===== src/rtl/rau_pkg.sv =====
package rau_pkg;

    // Enum value order is the service order for simultaneous events.
    typedef enum logic [1:0] {
        OP_DEQ  = 2'd0,
        OP_ENQ  = 2'd1,
        OP_DROP = 2'd2
    } op_e;

    typedef enum logic [1:0] {
        ST_IDLE,
        ST_READ,
        ST_EXEC,
        ST_DIV
    } st_e;

    function automatic op_e first_op(input logic [2:0] pend);
        if (pend[0]) return OP_DEQ;
        if (pend[1]) return OP_ENQ;
        return OP_DROP;
    endfunction

    function automatic bit is_pow2(input int unsigned v);
        return (v != 0) && ((v & (v - 1)) == 0);
    endfunction

endpackage


===== src/rtl/rau_flow_table.sv =====
module rau_flow_table #(
    parameter int DEPTH = 8,
    parameter int WIDTH = 32,
    localparam int AW   = (DEPTH > 1) ? $clog2(DEPTH) : 1
) (
    input  logic             clk,
    input  logic             rst,
    input  logic [AW-1:0]    rd_addr,
    output logic [WIDTH-1:0] rd_data,
    input  logic             we,
    input  logic [AW-1:0]    wr_addr,
    input  logic [WIDTH-1:0] wr_data
);

    logic [WIDTH-1:0] mem [DEPTH];

    always_ff @(posedge clk) begin
        if (rst) begin
            for (int i = 0; i < DEPTH; i++) mem[i] <= '0;
            rd_data <= '0;
        end else begin
            if (we) mem[wr_addr] <= wr_data;
            rd_data <= mem[rd_addr];
        end
    end

endmodule


===== src/rtl/rau_divider.sv =====
module rau_divider #(
    parameter int W      = 17,
    localparam int CNT_W = $clog2(W + 1)
) (
    input  logic         clk,
    input  logic         rst,
    input  logic         start,
    input  logic [W-1:0] dividend,
    input  logic [W-1:0] divisor,
    output logic         busy,
    output logic         done,
    output logic [W-1:0] quotient
);

    logic [W:0]       rem;
    logic [W-1:0]     quo;
    logic [W-1:0]     dvs;
    logic [CNT_W-1:0] cnt;
    logic [W:0]       rem_sh;
    logic             fits;

    always_comb begin
        rem_sh = {rem[W-1:0], quo[W-1]};
        fits   = (rem_sh >= {1'b0, dvs});
    end

    always_ff @(posedge clk) begin
        if (rst) begin
            rem  <= '0;
            quo  <= '0;
            dvs  <= '0;
            cnt  <= '0;
            busy <= 1'b0;
            done <= 1'b0;
        end else begin
            done <= 1'b0;
            if (start) begin
                rem  <= '0;
                quo  <= dividend;
                dvs  <= divisor;
                cnt  <= '0;
                busy <= 1'b1;
            end else if (busy) begin
                rem <= fits ? (rem_sh - {1'b0, dvs}) : rem_sh;
                quo <= {quo[W-2:0], fits};
                cnt <= cnt + 1'b1;
                if (cnt == CNT_W'(W - 1)) begin
                    busy <= 1'b0;
                    done <= 1'b1;
                end
            end
        end
    end

    assign quotient = quo;

    // the remainder ends below the divisor, so the quotient is the floor
    a_r4_rem_below_divisor: assert property (@(posedge clk) disable iff (rst)
        (done && dvs != '0) |-> (rem < {1'b0, dvs}));

    // the result strobe only follows a running division
    a_r4_done_after_busy: assert property (@(posedge clk) disable iff (rst)
        done |-> $past(busy));

endmodule


===== src/rtl/round_assign_unit.sv =====
module round_assign_unit
    import rau_pkg::*;
#(
    parameter int NUM_FLOWS = 8,
    parameter int NUM_Q     = 16,
    parameter int MAX_PKT   = 64,
    parameter int MAX_W     = 4,
    parameter int BYTES_W   = 16,
    localparam int FL_W     = (NUM_FLOWS > 1) ? $clog2(NUM_FLOWS) : 1,
    localparam int RND_W    = $clog2(NUM_Q),
    localparam int SIZE_W   = $clog2(MAX_PKT + 1),
    localparam int WT_W     = $clog2(MAX_W + 1)
) (
    input  logic                      clk,
    input  logic                      rst,
    input  logic [RND_W-1:0]          cur_round,
    input  logic [NUM_FLOWS*WT_W-1:0] weights,
    input  logic                      enq_req,
    input  logic [FL_W-1:0]           enq_flow,
    input  logic [SIZE_W-1:0]         enq_size,
    input  logic                      deq_req,
    input  logic [FL_W-1:0]           deq_flow,
    input  logic [SIZE_W-1:0]         deq_size,
    input  logic                      drop_req,
    input  logic [FL_W-1:0]           drop_flow,
    input  logic [SIZE_W-1:0]         drop_size,
    output logic                      busy,
    output logic                      idx_valid,
    output logic [RND_W-1:0]          idx_out
);

    localparam int Q_W   = $clog2(MAX_W * MAX_PKT + 1);
    localparam int DEF_W = Q_W + 1;
    localparam int N_W   = BYTES_W + 2;
    localparam int DIV_W = N_W - 1;

    typedef struct packed {
        logic [BYTES_W-1:0]      backlog;
        logic signed [DEF_W-1:0] deficit;
        logic [RND_W-1:0]        last_rnd;
    } fent_t;
    localparam int ENT_W = $bits(fent_t);

    generate
        if (!is_pow2(NUM_Q)) begin : g_bad_nq
            initial $error("NUM_Q must be a power of two");
        end
    endgenerate

    st_e               state;
    logic [2:0]        pend;
    logic [FL_W-1:0]   ev_flow [3];
    logic [SIZE_W-1:0] ev_size [3];
    logic [RND_W-1:0]  cur_lat;
    fent_t             hold;

    op_e               sel;
    logic [2:0]        sel_bit;
    logic              more;
    logic [ENT_W-1:0]  tbl_rd;
    logic [ENT_W-1:0]  tbl_wd;
    logic              tbl_we;
    fent_t             ent, upd, hold_w;
    logic [WT_W-1:0]   wt;
    logic [Q_W-1:0]    quantum;
    logic [SIZE_W-1:0] cur_size;
    logic signed [N_W-1:0] def_x, q_x, sz_x, bl_x, def_adj, def_enq, num;
    logic              fresh, topup;
    logic              div_start, div_busy, div_done;
    logic [DIV_W-1:0]  div_in, div_q;
    logic              accept;

    assign accept  = (state == ST_IDLE) && (enq_req || deq_req || drop_req);
    assign busy    = (state != ST_IDLE);
    assign sel     = first_op(pend);
    assign sel_bit = 3'(1) << sel;
    assign more    = |(pend & ~sel_bit);

    always_comb begin
        cur_size = ev_size[sel];
        wt       = weights[ev_flow[sel]*WT_W +: WT_W];
        quantum  = Q_W'(wt) * Q_W'(MAX_PKT);
        ent      = fent_t'(tbl_rd);
        def_x    = N_W'(ent.deficit);
        q_x      = $signed(N_W'(quantum));
        sz_x     = $signed(N_W'(cur_size));
        bl_x     = $signed(N_W'(ent.backlog));
        fresh    = (ent.backlog == '0);
        topup    = (ent.last_rnd != cur_lat) && (ent.deficit < 0);
        def_adj  = topup ? (def_x + q_x) : def_x;
        def_enq  = fresh ? '0 : def_adj;
        num      = bl_x - def_enq + sz_x;
        div_in   = (num > 0) ? DIV_W'(num - 1) : '0;
        upd      = ent;
        case (sel)
            OP_DEQ: begin
                upd.backlog  = ent.backlog - BYTES_W'(cur_size);
                upd.deficit  = DEF_W'(def_adj - sz_x);
                upd.last_rnd = cur_lat;
            end
            OP_ENQ: begin
                upd.deficit  = DEF_W'(def_enq);
                upd.last_rnd = fresh ? cur_lat : ent.last_rnd;
            end
            default: begin
                upd.backlog  = ent.backlog - BYTES_W'(cur_size);
            end
        endcase
        hold_w         = hold;
        hold_w.backlog = hold.backlog + BYTES_W'(ev_size[OP_ENQ]);
        div_start      = (state == ST_EXEC) && (sel == OP_ENQ);
        tbl_we         = ((state == ST_EXEC) && (sel != OP_ENQ)) ||
                         ((state == ST_DIV) && div_done);
        tbl_wd         = (state == ST_DIV) ? ENT_W'(hold_w) : ENT_W'(upd);
    end

    rau_flow_table #(.DEPTH(NUM_FLOWS), .WIDTH(ENT_W)) u_table (
        .clk     (clk),
        .rst     (rst),
        .rd_addr (ev_flow[sel]),
        .rd_data (tbl_rd),
        .we      (tbl_we),
        .wr_addr (ev_flow[sel]),
        .wr_data (tbl_wd)
    );

    rau_divider #(.W(DIV_W)) u_div (
        .clk      (clk),
        .rst      (rst),
        .start    (div_start),
        .dividend (div_in),
        .divisor  (DIV_W'(quantum)),
        .busy     (div_busy),
        .done     (div_done),
        .quotient (div_q)
    );

    always_ff @(posedge clk) begin
        if (rst) begin
            state     <= ST_IDLE;
            pend      <= '0;
            cur_lat   <= '0;
            hold      <= '0;
            idx_valid <= 1'b0;
            idx_out   <= '0;
            for (int i = 0; i < 3; i++) begin
                ev_flow[i] <= '0;
                ev_size[i] <= '0;
            end
        end else begin
            idx_valid <= 1'b0;
            case (state)
                ST_IDLE: if (accept) begin
                    pend        <= {drop_req, enq_req, deq_req};
                    ev_flow[0]  <= deq_flow;
                    ev_size[0]  <= deq_size;
                    ev_flow[1]  <= enq_flow;
                    ev_size[1]  <= enq_size;
                    ev_flow[2]  <= drop_flow;
                    ev_size[2]  <= drop_size;
                    cur_lat     <= cur_round;
                    state       <= ST_READ;
                end
                ST_READ: state <= ST_EXEC;
                ST_EXEC: begin
                    if (sel == OP_ENQ) begin
                        hold  <= upd;
                        state <= ST_DIV;
                    end else begin
                        pend  <= pend & ~sel_bit;
                        state <= more ? ST_READ : ST_IDLE;
                    end
                end
                default: if (div_done) begin
                    pend      <= pend & ~sel_bit;
                    idx_out   <= cur_lat + div_q[RND_W-1:0];
                    idx_valid <= 1'b1;
                    state     <= more ? ST_READ : ST_IDLE;
                end
            endcase
        end
    end

    // an accepted event keeps the block busy in the following cycle
    a_r9_busy_after_accept: assert property (@(posedge clk) disable iff (rst)
        accept |=> busy);

    // the index strobe lasts a single cycle
    a_r10_single_pulse: assert property (@(posedge clk) disable iff (rst)
        idx_valid |=> !idx_valid);

    // the strobe is raised only when the divider has just finished
    a_r10_valid_from_divider: assert property (@(posedge clk) disable iff (rst)
        $rose(idx_valid) |-> $past(div_done));

    // the state table is never written while the block is idle
    a_r9_no_idle_write: assert property (@(posedge clk) disable iff (rst)
        tbl_we |-> busy);

    // the divider is never restarted while it is still running
    a_r4_no_restart: assert property (@(posedge clk) disable iff (rst)
        div_start |-> !div_busy);

endmodule


===== config.mk =====
export PLATFORM = sky130hd
export DESIGN_NAME = round_assign_unit
export DESIGN_NICKNAME = d
export VERILOG_FILES = /design/src/rtl/rau_pkg.sv /design/src/rtl/rau_flow_table.sv /design/src/rtl/rau_divider.sv /design/src/rtl/round_assign_unit.sv
export SDC_FILE = /design/constraint.sdc
export NUM_CORES = 1
export LEC_CHECK = 0
export BUFFER_PORTS_ARGS = -buffer_cell sky130_fd_sc_hd__buf_2
export CORE_ASPECT_RATIO = 0.8
export CORE_MARGIN = 1.5
export CORE_UTILIZATION = 40
export CTS_BUF_LIST = sky130_fd_sc_hd__clkbuf_4
export DETAILED_ROUTE_END_ITERATION = 8
export PLACE_DENSITY = 0.58
export SETUP_SLACK_MARGIN = 0.15
export SLEW_MARGIN = 20
export SYNTH_ARGS = -nofsm -noshare
export SYNTH_HDL_FRONTEND = slang
export SYNTH_SLANG_ARGS = --single-unit

===== constraint.sdc =====
create_clock -name clk -period 14.7 [get_ports clk]
set_input_delay 0.735 -clock clk [delete_from_list [all_inputs] [get_ports clk]]
set_output_delay 0.735 -clock clk [all_outputs]
set_load 0.03 [all_outputs]

==> flow_metrics.env, run 1 <==
export IMPL_outcome="completed"
export IMPL_hold_violations=0
export IMPL_syn_inst=1814
export IMPL_setup_tns_final_ps=0
export IMPL_drtPass1Iterations=6
export IMPL_crit_required_ps=15470
export IMPL_power_mw=5.55
export IMPL_post_cts_buffers=0
export IMPL_antenna_found_initial=1
export IMPL_synthAdderAreaFrac_pct=5.49
export IMPL_grt_overflow=0
export IMPL_io_buffers=68
export IMPL_syn_to_final_growth_pct=11.7
export IMPL_wire_per_inst_um=20.4
export IMPL_holdWs_ps=118
export IMPL_synth_avg_cell_area_um2=10.9
export IMPL_cts_buffer_depth=3
export IMPL_synthTopCellsByCount="nor2_1, edfxtp_1, nand2_1"
export IMPL_ys_types=79
export IMPL_swShare_pct=46.1
export IMPL_synth_edf_count=270
export IMPL_worstSetupEndpointType="flop"
export IMPL_drive_above_1_share_pct=18.7
export IMPL_vias_per_cell=5.52
export IMPL_internal_power_mw=2.99
export IMPL_yosys_warnings=0
export IMPL_clock_fmax_ghz=0.138
export IMPL_track_usage_pct=21.3
export IMPL_grt_max_degree=73
export IMPL_htreeDepth=3
export IMPL_setup_viol=0
export IMPL_reg2reg_slack_ps=7450
export IMPL_hold_depth=3
export IMPL_hold_class="input port to flop"
export IMPL_startpoint="pend[0]$_SDFFE_PP0P_"
export IMPL_crit_path_end="u_div.quotient[9]$_SDFFE_PP0P_"
export IMPL_die_w_um=252
export IMPL_grt_pass1_wl_um=82700
export IMPL_grt_pass1_vias=14451
export IMPL_dr_wl_met3_um=3300
export IMPL_maxCapViolCount=0
export IMPL_initial_core_util_pct=40.7
export IMPL_die_y_um=202
export IMPL_pwr_share_seq_pct=25.4
export IMPL_die_area_um2=50800
export IMPL_drc_errors=0
export IMPL_p_comb_share_pct=57.5
export IMPL_synth_top_area_share_pct=41.0
export IMPL_min_period_over_period_pct=49.4
export IMPL_yosysTopAreaCell="edfxtp_1"
export IMPL_final_net_count=2050
export IMPL_r2r_start="pend[0]$_SDFFE_PP0P_"
export IMPL_synth_top_family_by_area="simple AND/OR/NAND/NOR gates"
export IMPL_worstReg2RegEnd="u_div.quotient[9]$_SDFFE_PP0P_"
export IMPL_cts_resized=0
export IMPL_synth_simple_gate_area_share_pct=15.9
export IMPL_place_congestion=0.878
export IMPL_p_leak_nw=8.21
export IMPL_ios=69
export IMPL_synth_compound_area_share_pct=9.58
export IMPL_worstPathMaxFanout=37
export IMPL_synth_xor_xnor_area_share_pct=2.79
export IMPL_dp_hpwl_um=34000
export IMPL_maxSlewHeadroom_pct=24.2
export IMPL_cts_root_buffer="clkbuf_4"
export IMPL_dr_total_vias=14435
export IMPL_synth_mux_area_share_pct=9.95
export IMPL_finClkSkew_ps=71.5
export IMPL_syn_nets=1956
export IMPL_postCtsHoldBufs=0
export IMPL_async_flop_share_pct=0
export IMPL_crit_type="flop to flop"
export IMPL_drtAntennaViolNets=0
export IMPL_clk_pin_slew_ps=70
export IMPL_power_density_nw_per_um2=251
export IMPL_num_rows=72
export IMPL_met1Wirelength_um=24000
export IMPL_worst_ep_arrival_time_ps=8030
export IMPL_r2r_cells=24
export IMPL_routed_top_layer="met4"
export IMPL_drtIter0Drc=1190
export IMPL_ys_seq_area_share_pct=52.9
export IMPL_fin_cells=2617
export IMPL_maxSlewViolCount=0
export IMPL_syn_cell_area_um2=19800
export IMPL_rsz0062_at_grt="no"
export IMPL_drt_wl_total_um=53300
export IMPL_ys_ff_latch=388
export IMPL_ir_drop_v=0.000170
export IMPL_place_inst=2435
export IMPL_p_clk_share_pct=17.1
export IMPL_max_stage_delay_ps=820
export IMPL_worst_slew_pin_slew_ps=1120
export IMPL_cts_buffers=100
export IMPL_core_um2=48600
export IMPL_power_switching_mw=2.56
export IMPL_layout_min_cycle_time_ps=7250
export IMPL_clkLatencyLatePin_ps=870
export IMPL_cts_sinks=388
export IMPL_dr_wl_met2_um=24500
export IMPL_crit_slowest_cell="dfxtp_1"
export IMPL_ys_flop_type="edfxtp_1"
export IMPL_yosysMostFrequentCell="nor2_1"
export IMPL_synth_area_top_cells="edfxtp_1, dfxtp_1, mux4_2"
export IMPL_startpoint_type="flop"
export IMPL_cts_tree="built"
export IMPL_path_cells="nor2_1, a21oi_4, buf_4, buf_4, mux4_2, mux2i_1, inv_1, ha_1, a21o_1, a21oi_1, o21ai_0, nor2_1, inv_1, ha_1, ha_1, a21oi_1, o211a_1, nor2_1, o41ai_1, xor2_1, and3_1, a21boi_4, o21ai_0, a211oi_1"
[worst min-delay path by stage]
stage                                  from                 endpoint  slack (ps)
floorplan              hold[5]$_SDFFE_PP0P_     hold[5]$_SDFFE_PP0P_         440
global route                   cur_round[0]  cur_lat[0]$_SDFFE_PP0P_          70
global placement    idx_out[2]$_SDFFE_PP0P_  idx_out[2]$_SDFFE_PP0P_         440
finish                         cur_round[0]  cur_lat[0]$_SDFFE_PP0P_         120
detailed placement     hold[7]$_SDFFE_PP0P_     hold[7]$_SDFFE_PP0P_         450
CTS                            cur_round[3]  cur_lat[3]$_SDFFE_PP0P_          50
[area by class of cell]
class | instances | area, um2
Inverter | 74 | 278
Fill cell | 4509 | 26500
Clock buffer | 154 | 1160
Clock inverter | 25 | 136
Multi-Input combinational cell | 1251 | 8720
Sequential cell | 388 | 10500
Timing Repair Buffer | 93 | 543
Antenna cell | 3 | 7.51
Tap cell | 629 | 787
[stage by stage]
stage               setup slack (ps)  cell area [um2]  utilization, %
finish                          7450            22100            45.5
global route                    6620            22100            45.5
CTS                             7360            22100            45.5
detailed placement              7440            20800            42.8
global placement                7580            20800            42.8
floorplan                       8950            19800               -
[registers in the layout, indices dropped and copies added (netlist names), 4 cells and up]
name,cells
cur_lat,4
u_div.rem,17
u_table.rd_data,30
idx_out,4
u_div.quotient,17
hold,30
ev_flow,9
u_div.cnt,5
ev_size,21
u_table.mem,240
[critical path: cells and delay by family (launching register included)]
| family | cells | cell delay [ps] |
|---|---|---|
| AO/OA/AOI/OAI | 10 | 2220 |
| XOR/XNOR | 1 | 210 |
| AND/OR/NAND/NOR | 4 | 720 |
| flip-flops | 1 | 820 |
| multiplexers | 2 | 770 |
| buffers and inverters | 4 | 1420 |
| adder cells (fa/ha/maj) | 3 | 950 |
[layout by cell type (no fill, tap or decap), types with 4 or more instances in the layout]
| cell type | n |
|---|---|
| nor2_1 | 327 |
| edfxtp_1 | 270 |
| nand2_1 | 165 |
| clkbuf_4 | 154 |
| dfxtp_1 | 118 |
| a21oi_1 | 99 |
| inv_1 | 72 |
| nor3_1 | 67 |
| buf_2 | 67 |
| mux4_2 | 66 |
| ha_1 | 66 |
| o21ai_0 | 59 |
| mux2i_1 | 40 |
| xnor2_1 | 40 |
| and2_1 | 37 |
| a211oi_1 | 30 |
| buf_4 | 25 |
| xor2_1 | 23 |
| nand3_1 | 19 |
| clkinv_1 | 16 |
| o21a_1 | 15 |
| nor4_1 | 14 |
| fa_1 | 13 |
| nand4_1 | 12 |
| a21o_1 | 11 |
| a211oi_2 | 9 |
| nand2b_1 | 8 |
| nand2b_2 | 7 |
| o31ai_1 | 7 |
| and3_1 | 7 |
| nor2b_1 | 7 |
| or3_1 | 7 |
| o21ai_1 | 6 |
| clkinv_2 | 5 |
| mux2_2 | 4 |
| nand3b_1 | 4 |
| or2_2 | 4 |
| o2111ai_1 | 4 |
[cell families after synthesis]
| group | count (synthesis) |
|---|---|
| AOI/OAI and AO/OA | 290 |
| xor gates and xnor gates | 63 |
| adders and majority gates | 79 |
| buffers and inverters | 175 |
| DFF | 388 |
| muxes | 112 |
| and+or+nand+nor | 707 |
[metal layers]
metal | global-route usage [%] | vias to the layer above
li1 | - | 6781
met2 | 33.8 | 458
met1 | 28.8 | 7088
met3 | 4.52 | 108
met4 | 8.24 | 0
met5 | 0 | -
[power by group through the flow]
stage	registers (mW)	logic, mW	clock network (mW)
6_report	1.41	3.19	0.948
5_1_grt	1.42	3.53	1.02
4_1_cts	1.41	3.17	0.971
3_5_place_dp	1.43	3.15	0
3_3_place_gp	1.43	3.12	0
2_1_floorplan	1.37	2.39	0
(Power assumes the default switching activity.)
==> run 2: changes to the inputs <==
--- a/config.mk
+++ b/config.mk
@@ -5,6 +5,7 @@
 export SDC_FILE = /design/constraint.sdc
 export NUM_CORES = 1
 export LEC_CHECK = 0
+export ABC_AREA = 1
 export BUFFER_PORTS_ARGS = -buffer_cell sky130_fd_sc_hd__buf_2
 export CORE_ASPECT_RATIO = 0.8
 export CORE_MARGIN = 1.5
==> constraint.sdc (replaced) <==
create_clock -name clk -period 7.2 [get_ports clk]
set_input_delay 0.36 -clock clk [delete_from_list [all_inputs] [get_ports clk]]
set_output_delay 0.36 -clock clk [all_outputs]
set_load 0.03 [all_outputs]
==> flow_metrics.env, run 2 <==
export IMPL_worstPathMaxFanout=33
export IMPL_grt_pass1_vias=16489
export IMPL_yosys_warnings=0
export IMPL_largest_register_ffs=240
export IMPL_syn_inst=2345
export IMPL_crit_required_ps=7930
export IMPL_setup_viol=0
export IMPL_outcome="completed"
export IMPL_yosysMostFrequentCell="nor2_1"
export IMPL_drive_above_1_share_pct=12.6
export IMPL_startpoint_type="flop"
export IMPL_hold_violations=0
export IMPL_hold_class="input port to flop"
export IMPL_cts_root_buffer="clkbuf_4"
export IMPL_synthTopCellsByCount="nor2_1, nand2_1, edfxtp_1"
export IMPL_worstReg2RegEnd="u_div.quotient[6]$_SDFFE_PP0P_"
export IMPL_syn_cell_area_um2=20200
export IMPL_dr_wl_met2_um=27700
export IMPL_top_register="u_table.mem"
export IMPL_final_net_count=2627
export IMPL_cts_sinks=388
export IMPL_reg2reg_slack_ps=920
export IMPL_layout_common_cells="nor2_1, nand2_1, edfxtp_1, inv_1, o21ai_0"
export IMPL_dp_hpwl_um=39900
export IMPL_maxSlewHeadroom_pct=28.2
export IMPL_clock_fmax_ghz=0.159
export IMPL_die_w_um=254
export IMPL_synth_area_top_cells="edfxtp_1, dfxtp_1, nor2_1"
export IMPL_synth_top_area_share_pct=40.1
export IMPL_clkLatencyLatePin_ps=900
export IMPL_met1Wirelength_um=28100
export IMPL_min_period_over_period_pct=87.2
export IMPL_place_congestion=0.967
export IMPL_core_um2=49800
export IMPL_fillers=4900
export IMPL_cpMostUsedCell="nand2_1"
export IMPL_setup_tns_final_ps=0
export IMPL_htreeDepth=3
export IMPL_crit_type="flop to flop"
export IMPL_cts_buffers=99
export IMPL_drtAntennaViolNets=0
export IMPL_ios=69
export IMPL_hold_path_startpoint="weights[4]"
export IMPL_hold_depth=6
export IMPL_grt_pass1_wl_um=95200
export IMPL_r2r_start="pend[0]$_SDFFE_PP0P_"
export IMPL_antenna_found_initial=2
export IMPL_dr_wl_met3_um=4260
export IMPL_syn_to_final_growth_pct=13.4
export IMPL_top_regs="u_table.mem (240), hold (30), u_table.rd_data (30)"
export IMPL_drc_errors=0
export IMPL_cts_tree="built"
export IMPL_maxCapViolCount=0
export IMPL_io_buffers=68
export IMPL_wire_per_inst_um=18.9
export IMPL_async_flop_share_pct=0
export IMPL_worst_ep_arrival_time_ps=7000
export IMPL_yosysTopAreaCell="edfxtp_1"
export IMPL_drt_wl_total_um=61300
export IMPL_ys_ff_latch=388
export IMPL_dr_total_vias=17020
export IMPL_post_cts_buffers=0
export IMPL_grt_overflow=0
export IMPL_worstSetupEndpointType="flop"
export IMPL_crit_slowest_cell="dfxtp_1"
export IMPL_routed_top_layer="met4"
export IMPL_ys_flop_type="edfxtp_1"
export IMPL_ys_seq_area_share_pct=51.8
export IMPL_syn_nets=2487
export IMPL_die_y_um=204
export IMPL_clk_pin_slew_ps=70
export IMPL_maxSlewViolCount=0
export IMPL_rsz0062_at_grt="no"
export IMPL_num_rows=73
export IMPL_vias_per_cell=5.25
export IMPL_die_area_um2=51900
export IMPL_initial_core_util_pct=40.6
export IMPL_cts_buffer_depth=3
export IMPL_synth_avg_cell_area_um2=8.61
export IMPL_min_to="u_div.dvs[7]$_SDFFE_PP0P_"
export IMPL_layout_min_cycle_time_ps=6280
export IMPL_r2r_cells=31
export IMPL_drtIter0Drc=1352
export IMPL_track_usage_pct=24.1
export IMPL_grt_max_degree=81
export IMPL_max_stage_delay_ps=600
export IMPL_worst_slew_pin_slew_ps=1080
export IMPL_ys_types=50
export IMPL_synth_edf_count=270
export IMPL_final_common_cell="nor2_1"
export IMPL_finClkSkew_ps=82.0
export IMPL_drtPass1Iterations=6
## run 2: cell count changes in the layout (fill, tap and decap cells not counted), sizes merged, moves of 18 or more
| cell | previous run | this run |
|---|---|---|
| nand2 | 166 | 355 |
| inv | 77 | 254 |
| o21ai | 67 | 236 |
| nor2 | 328 | 484 |
| o22ai | 1 | 78 |
| mux4 | 66 | 0 |
| nor3 | 69 | 12 |
| nand3 | 19 | 74 |
| mux2i | 42 | 0 |
| dlygate4sd3 | 0 | 39 |
| a211oi | 39 | 6 |
| xnor2 | 40 | 14 |
| and2 | 37 | 12 |
| o21a | 15 | 33 |
## run 2: critical path, delay by kind of cell (launching register included)
family / cells / cell delay, ps
DFF: 1 / 600
buffers and inverters: 6 / 970
adders and majority gates: 4 / 1240
and+or+nand+nor: 19 / 3040
AOI/OAI and AO/OA: 2 / 270
## run 2: kinds of logic (layout without fill, tap and decap cells)
family | after synthesis | in the layout | synth area share [%]
xor+xnor | 43 | 43 | 1.86
compound gates | 485 | 485 | 13.7
buf+inv | 363 | 580 | 7.25
fa+ha+maj | 79 | 79 | 5.38
simple gates | 987 | 987 | 20.0
other cells | 0 | 3 | 0
flops | 388 | 388 | 51.8
## run 2: area by class of cell
type / count / area, um2 / share of cell area (%)
Sequential cell: 388 / 10500 / 45.7
Multi-Input combinational cell: 1594 / 8280 / 36.1
Clock buffer: 159 / 1190 / 5.21
Timing Repair Buffer: 149 / 1050 / 4.57
Inverter: 253 / 951 / 4.15
Tap cell: 675 / 845 / 3.69
Clock inverter: 19 / 113 / 0.492
Antenna cell: 3 / 7.51 / 0.0328
## run 2: stage by stage
step                      instance area [um2]  worst slack, ps  instances  util (%)  hold WS (ps)
after floorplan                         20200             2480       2345         -           429
after global placement                  21200              965       3020      42.6           446
after detailed placement                21200              826       3020      42.6           449
after CTS                               22900              774       3237      46.0          65.9
after global routing                    22900              282       3240      46.0          90.4
final                                   22900              925       3240      46.0           136
## run 2: repair_timing
action / 4_1_cts / 5_1_grt
hold buffers: 39 / 0
gates resized for setup: 0 / 1
hold endpoints to repair: 42 / 0
setup endpoints to repair: 0 / 11
## run 2: worst max-delay path by stage
stage / start / cells past startpoint / to
floorplan: pend[0]$_SDFFE_PP0P_ / 38 / u_div.quotient[2]$_SDFFE_PP0P_
global placement: pend[0]$_SDFFE_PP0P_ / 32 / u_div.quotient[15]$_SDFFE_PP0P_
detailed placement: pend[0]$_SDFFE_PP0P_ / 31 / u_div.quotient[11]$_SDFFE_PP0P_
CTS: pend[0]$_SDFFE_PP0P_ / 31 / u_div.quotient[6]$_SDFFE_PP0P_
global route: pend[0]$_SDFFE_PP0P_ / 32 / u_div.quotient[11]$_SDFFE_PP0P_
finish: pend[0]$_SDFFE_PP0P_ / 31 / u_div.quotient[6]$_SDFFE_PP0P_
## run 2: metal layers
| metal | vias up | global-route usage (%) |
|---|---|---|
| met5 | - | 0 |
| met2 | 558 | 37.7 |
| li1 | 8196 | - |
| met4 | 0 | 7.33 |
| met1 | 8167 | 33.8 |
| met3 | 99 | 4.33 |
Power of run 2 is left out: the tool's default activity adds up to more than one toggle a clock period on the data nets, which glitch-free logic cannot reach.
==> run 3: changes to the inputs <==
--- a/config.mk
+++ b/config.mk
@@ -9,10 +9,11 @@
 export BUFFER_PORTS_ARGS = -buffer_cell sky130_fd_sc_hd__buf_2
 export CORE_ASPECT_RATIO = 0.8
 export CORE_MARGIN = 1.5
-export CORE_UTILIZATION = 40
+export CORE_UTILIZATION = 35
 export CTS_BUF_LIST = sky130_fd_sc_hd__clkbuf_4
 export DETAILED_ROUTE_END_ITERATION = 8
-export PLACE_DENSITY = 0.58
+export GPL_TIMING_DRIVEN = 0
+export PLACE_DENSITY = 0.53
 export SETUP_SLACK_MARGIN = 0.15
 export SLEW_MARGIN = 20
 export SYNTH_ARGS = -nofsm -noshare
==> flow_metrics.env, run 3 (same netlist as run 2, synthesis figures left out) <==
export IMPL_outcome="completed"
export IMPL_r2r_start="pend[0]$_SDFFE_PP0P_"
export IMPL_maxSlewViolCount=0
export IMPL_fillers=5711
export IMPL_crit_type="flop to flop"
export IMPL_clkLatencyLatePin_ps=910
export IMPL_maxCapViolCount=0
export IMPL_clk_pin_slew_ps=70
export IMPL_setup_tns_final_ps=0
export IMPL_hold_violations=0
export IMPL_worst_path_buf_inv=9
export IMPL_grt_overflow=0
export IMPL_num_rows=78
export IMPL_multiInputGateArea_um2=8300
export IMPL_worstReg2RegEnd="u_div.quotient[10]$_SDFFE_PP0P_"
export IMPL_drc_errors=0
export IMPL_dr_wl_met2_um=29300
export IMPL_grt_max_degree=35
export IMPL_core_um2=56900
export IMPL_drive_above_1_share_pct=12.6
export IMPL_ios=69
export IMPL_dp_hpwl_um=49400
export IMPL_final_net_count=2704
export IMPL_min_to="u_div.dvs[6]$_SDFFE_PP0P_"
export IMPL_crit_family="simple AND/OR/NAND/NOR gates"
export IMPL_vias_per_cell=5.18
export IMPL_die_y_um=218
export IMPL_finClkSkew_ps=90.3
export IMPL_top_regs="u_table.mem (240), hold (30), u_table.rd_data (30)"
export IMPL_hold_class="input port to flop"
export IMPL_placed_area_um2=21700
export IMPL_cts_sinks=388
export IMPL_track_usage_pct=22.8
export IMPL_reg2reg_slack_ps=630
export IMPL_cts_tree="built"
export IMPL_dr_total_vias=17685
export IMPL_min_period_over_period_pct=91.3
export IMPL_met1Wirelength_um=32200
export IMPL_maxSlewHeadroom_pct=28.0
export IMPL_crit_required_ps=7930
export IMPL_drtAntennaViolNets=0
export IMPL_layout_common_cells="nor2_1, nand2_1, edfxtp_1, inv_1, o21ai_0"
export IMPL_die_w_um=272
export IMPL_syn_to_final_growth_pct=15.9
export IMPL_drtPass1Iterations=5
export IMPL_drt_wl_total_um=67800
export IMPL_r2r_cells=34
export IMPL_dr_wl_met3_um=4770
export IMPL_worst_ep_arrival_time_ps=7310
export IMPL_worstPathMaxFanout=10
export IMPL_cpMostUsedCell="nand2_1"
export IMPL_drtIter0Drc=1611
export IMPL_initial_core_util_pct=35.5
export IMPL_io_buffers=67
export IMPL_worstSetupEndpointType="flop"
export IMPL_max_stage_delay_ps=680
export IMPL_cts_root_buffer="clkbuf_4"
export IMPL_layout_min_cycle_time_ps=6570
export IMPL_top_register="u_table.mem"
export IMPL_grt_pass1_wl_um=101000
export IMPL_largest_register_ffs=240
export IMPL_place_congestion=0.924
export IMPL_stdcell_area_um2=23400
export IMPL_htreeDepth=3
export IMPL_grt_pass1_vias=16818
export IMPL_wire_per_inst_um=19.9
export IMPL_crit_slowest_cell="fa_1"
export IMPL_cts_buffers=101
export IMPL_die_area_um2=59200
export IMPL_seq_area_um2=10500
export IMPL_worst_slew_pin_slew_ps=1070
export IMPL_startpoint_type="flop"
export IMPL_rsz0062_at_grt="no"
export IMPL_holdWs_ps=222
export IMPL_setup_viol=0
export IMPL_routed_top_layer="met4"
export IMPL_clock_fmax_ghz=0.152
export IMPL_hold_depth=6
export IMPL_hold_path_startpoint="weights[0]"
export IMPL_final_common_cell="nor2_1"
export IMPL_antenna_found_initial=2
export IMPL_cts_buffer_depth=3
[run 3: repair_timing]
item	in CTS	in global routing
hold endpoints to repair	38	0
hold buffers	38	0
gates resized for setup	0	1
setup buffers	0	1
endpoints found under the setup margin	0	11
[run 3: per-layer routing]
metal  global-route usage, %  up-vias
met5                       0        -
met4                    6.67        0
li1                        -     8381
met1                    33.1     8540
met2                    34.5      654
met3                    4.33      110
[run 3: worst max path at each step]
stage                         start                               to  slack (ps)  cells past startpoint
6_report       pend[0]$_SDFFE_PP0P_  u_div.quotient[10]$_SDFFE_PP0P_         630                     34
5_1_grt        pend[0]$_SDFFE_PP0P_   u_div.quotient[1]$_SDFFE_PP0P_         160                     33
4_1_cts        pend[0]$_SDFFE_PP0P_  u_div.quotient[10]$_SDFFE_PP0P_         480                     35
3_5_place_dp   pend[0]$_SDFFE_PP0P_   u_div.quotient[7]$_SDFFE_PP0P_         570                     35
3_3_place_gp   pend[0]$_SDFFE_PP0P_   u_div.quotient[2]$_SDFFE_PP0P_         590                     32
2_1_floorplan  pend[0]$_SDFFE_PP0P_   u_div.quotient[2]$_SDFFE_PP0P_        2480                     38
[run 3: final cells by class]
cell class	count	share of cell area (%)
Timing Repair Buffer	114	3.93
Inverter	253	4.05
Clock buffer	143	4.58
Sequential cell	388	44.7
Clock inverter	45	0.978
Multi-Input combinational cell	1594	35.4
Buffer	110	2.20
Antenna cell	4	0.0427
Tap cell	760	4.06
[run 3: stage by stage]
stage                     std cells  util (%)  setup WS (ps)
after floorplan                2345         -           2480
after global placement         3172      37.8            593
after detailed placement       3180      38.2            566
after CTS                      3406      41.1            481
after global routing           3411      41.2            158
final                          3411      41.2            627
[run 3: worst min-delay path, cell delays in order]
cell and delay (ps):
buf_2 100, nand2_1 60, nand3_1 70, nand4_1 200, buf_4 190, o21ai_0 70
Power of run 3 is left out for the same reason.
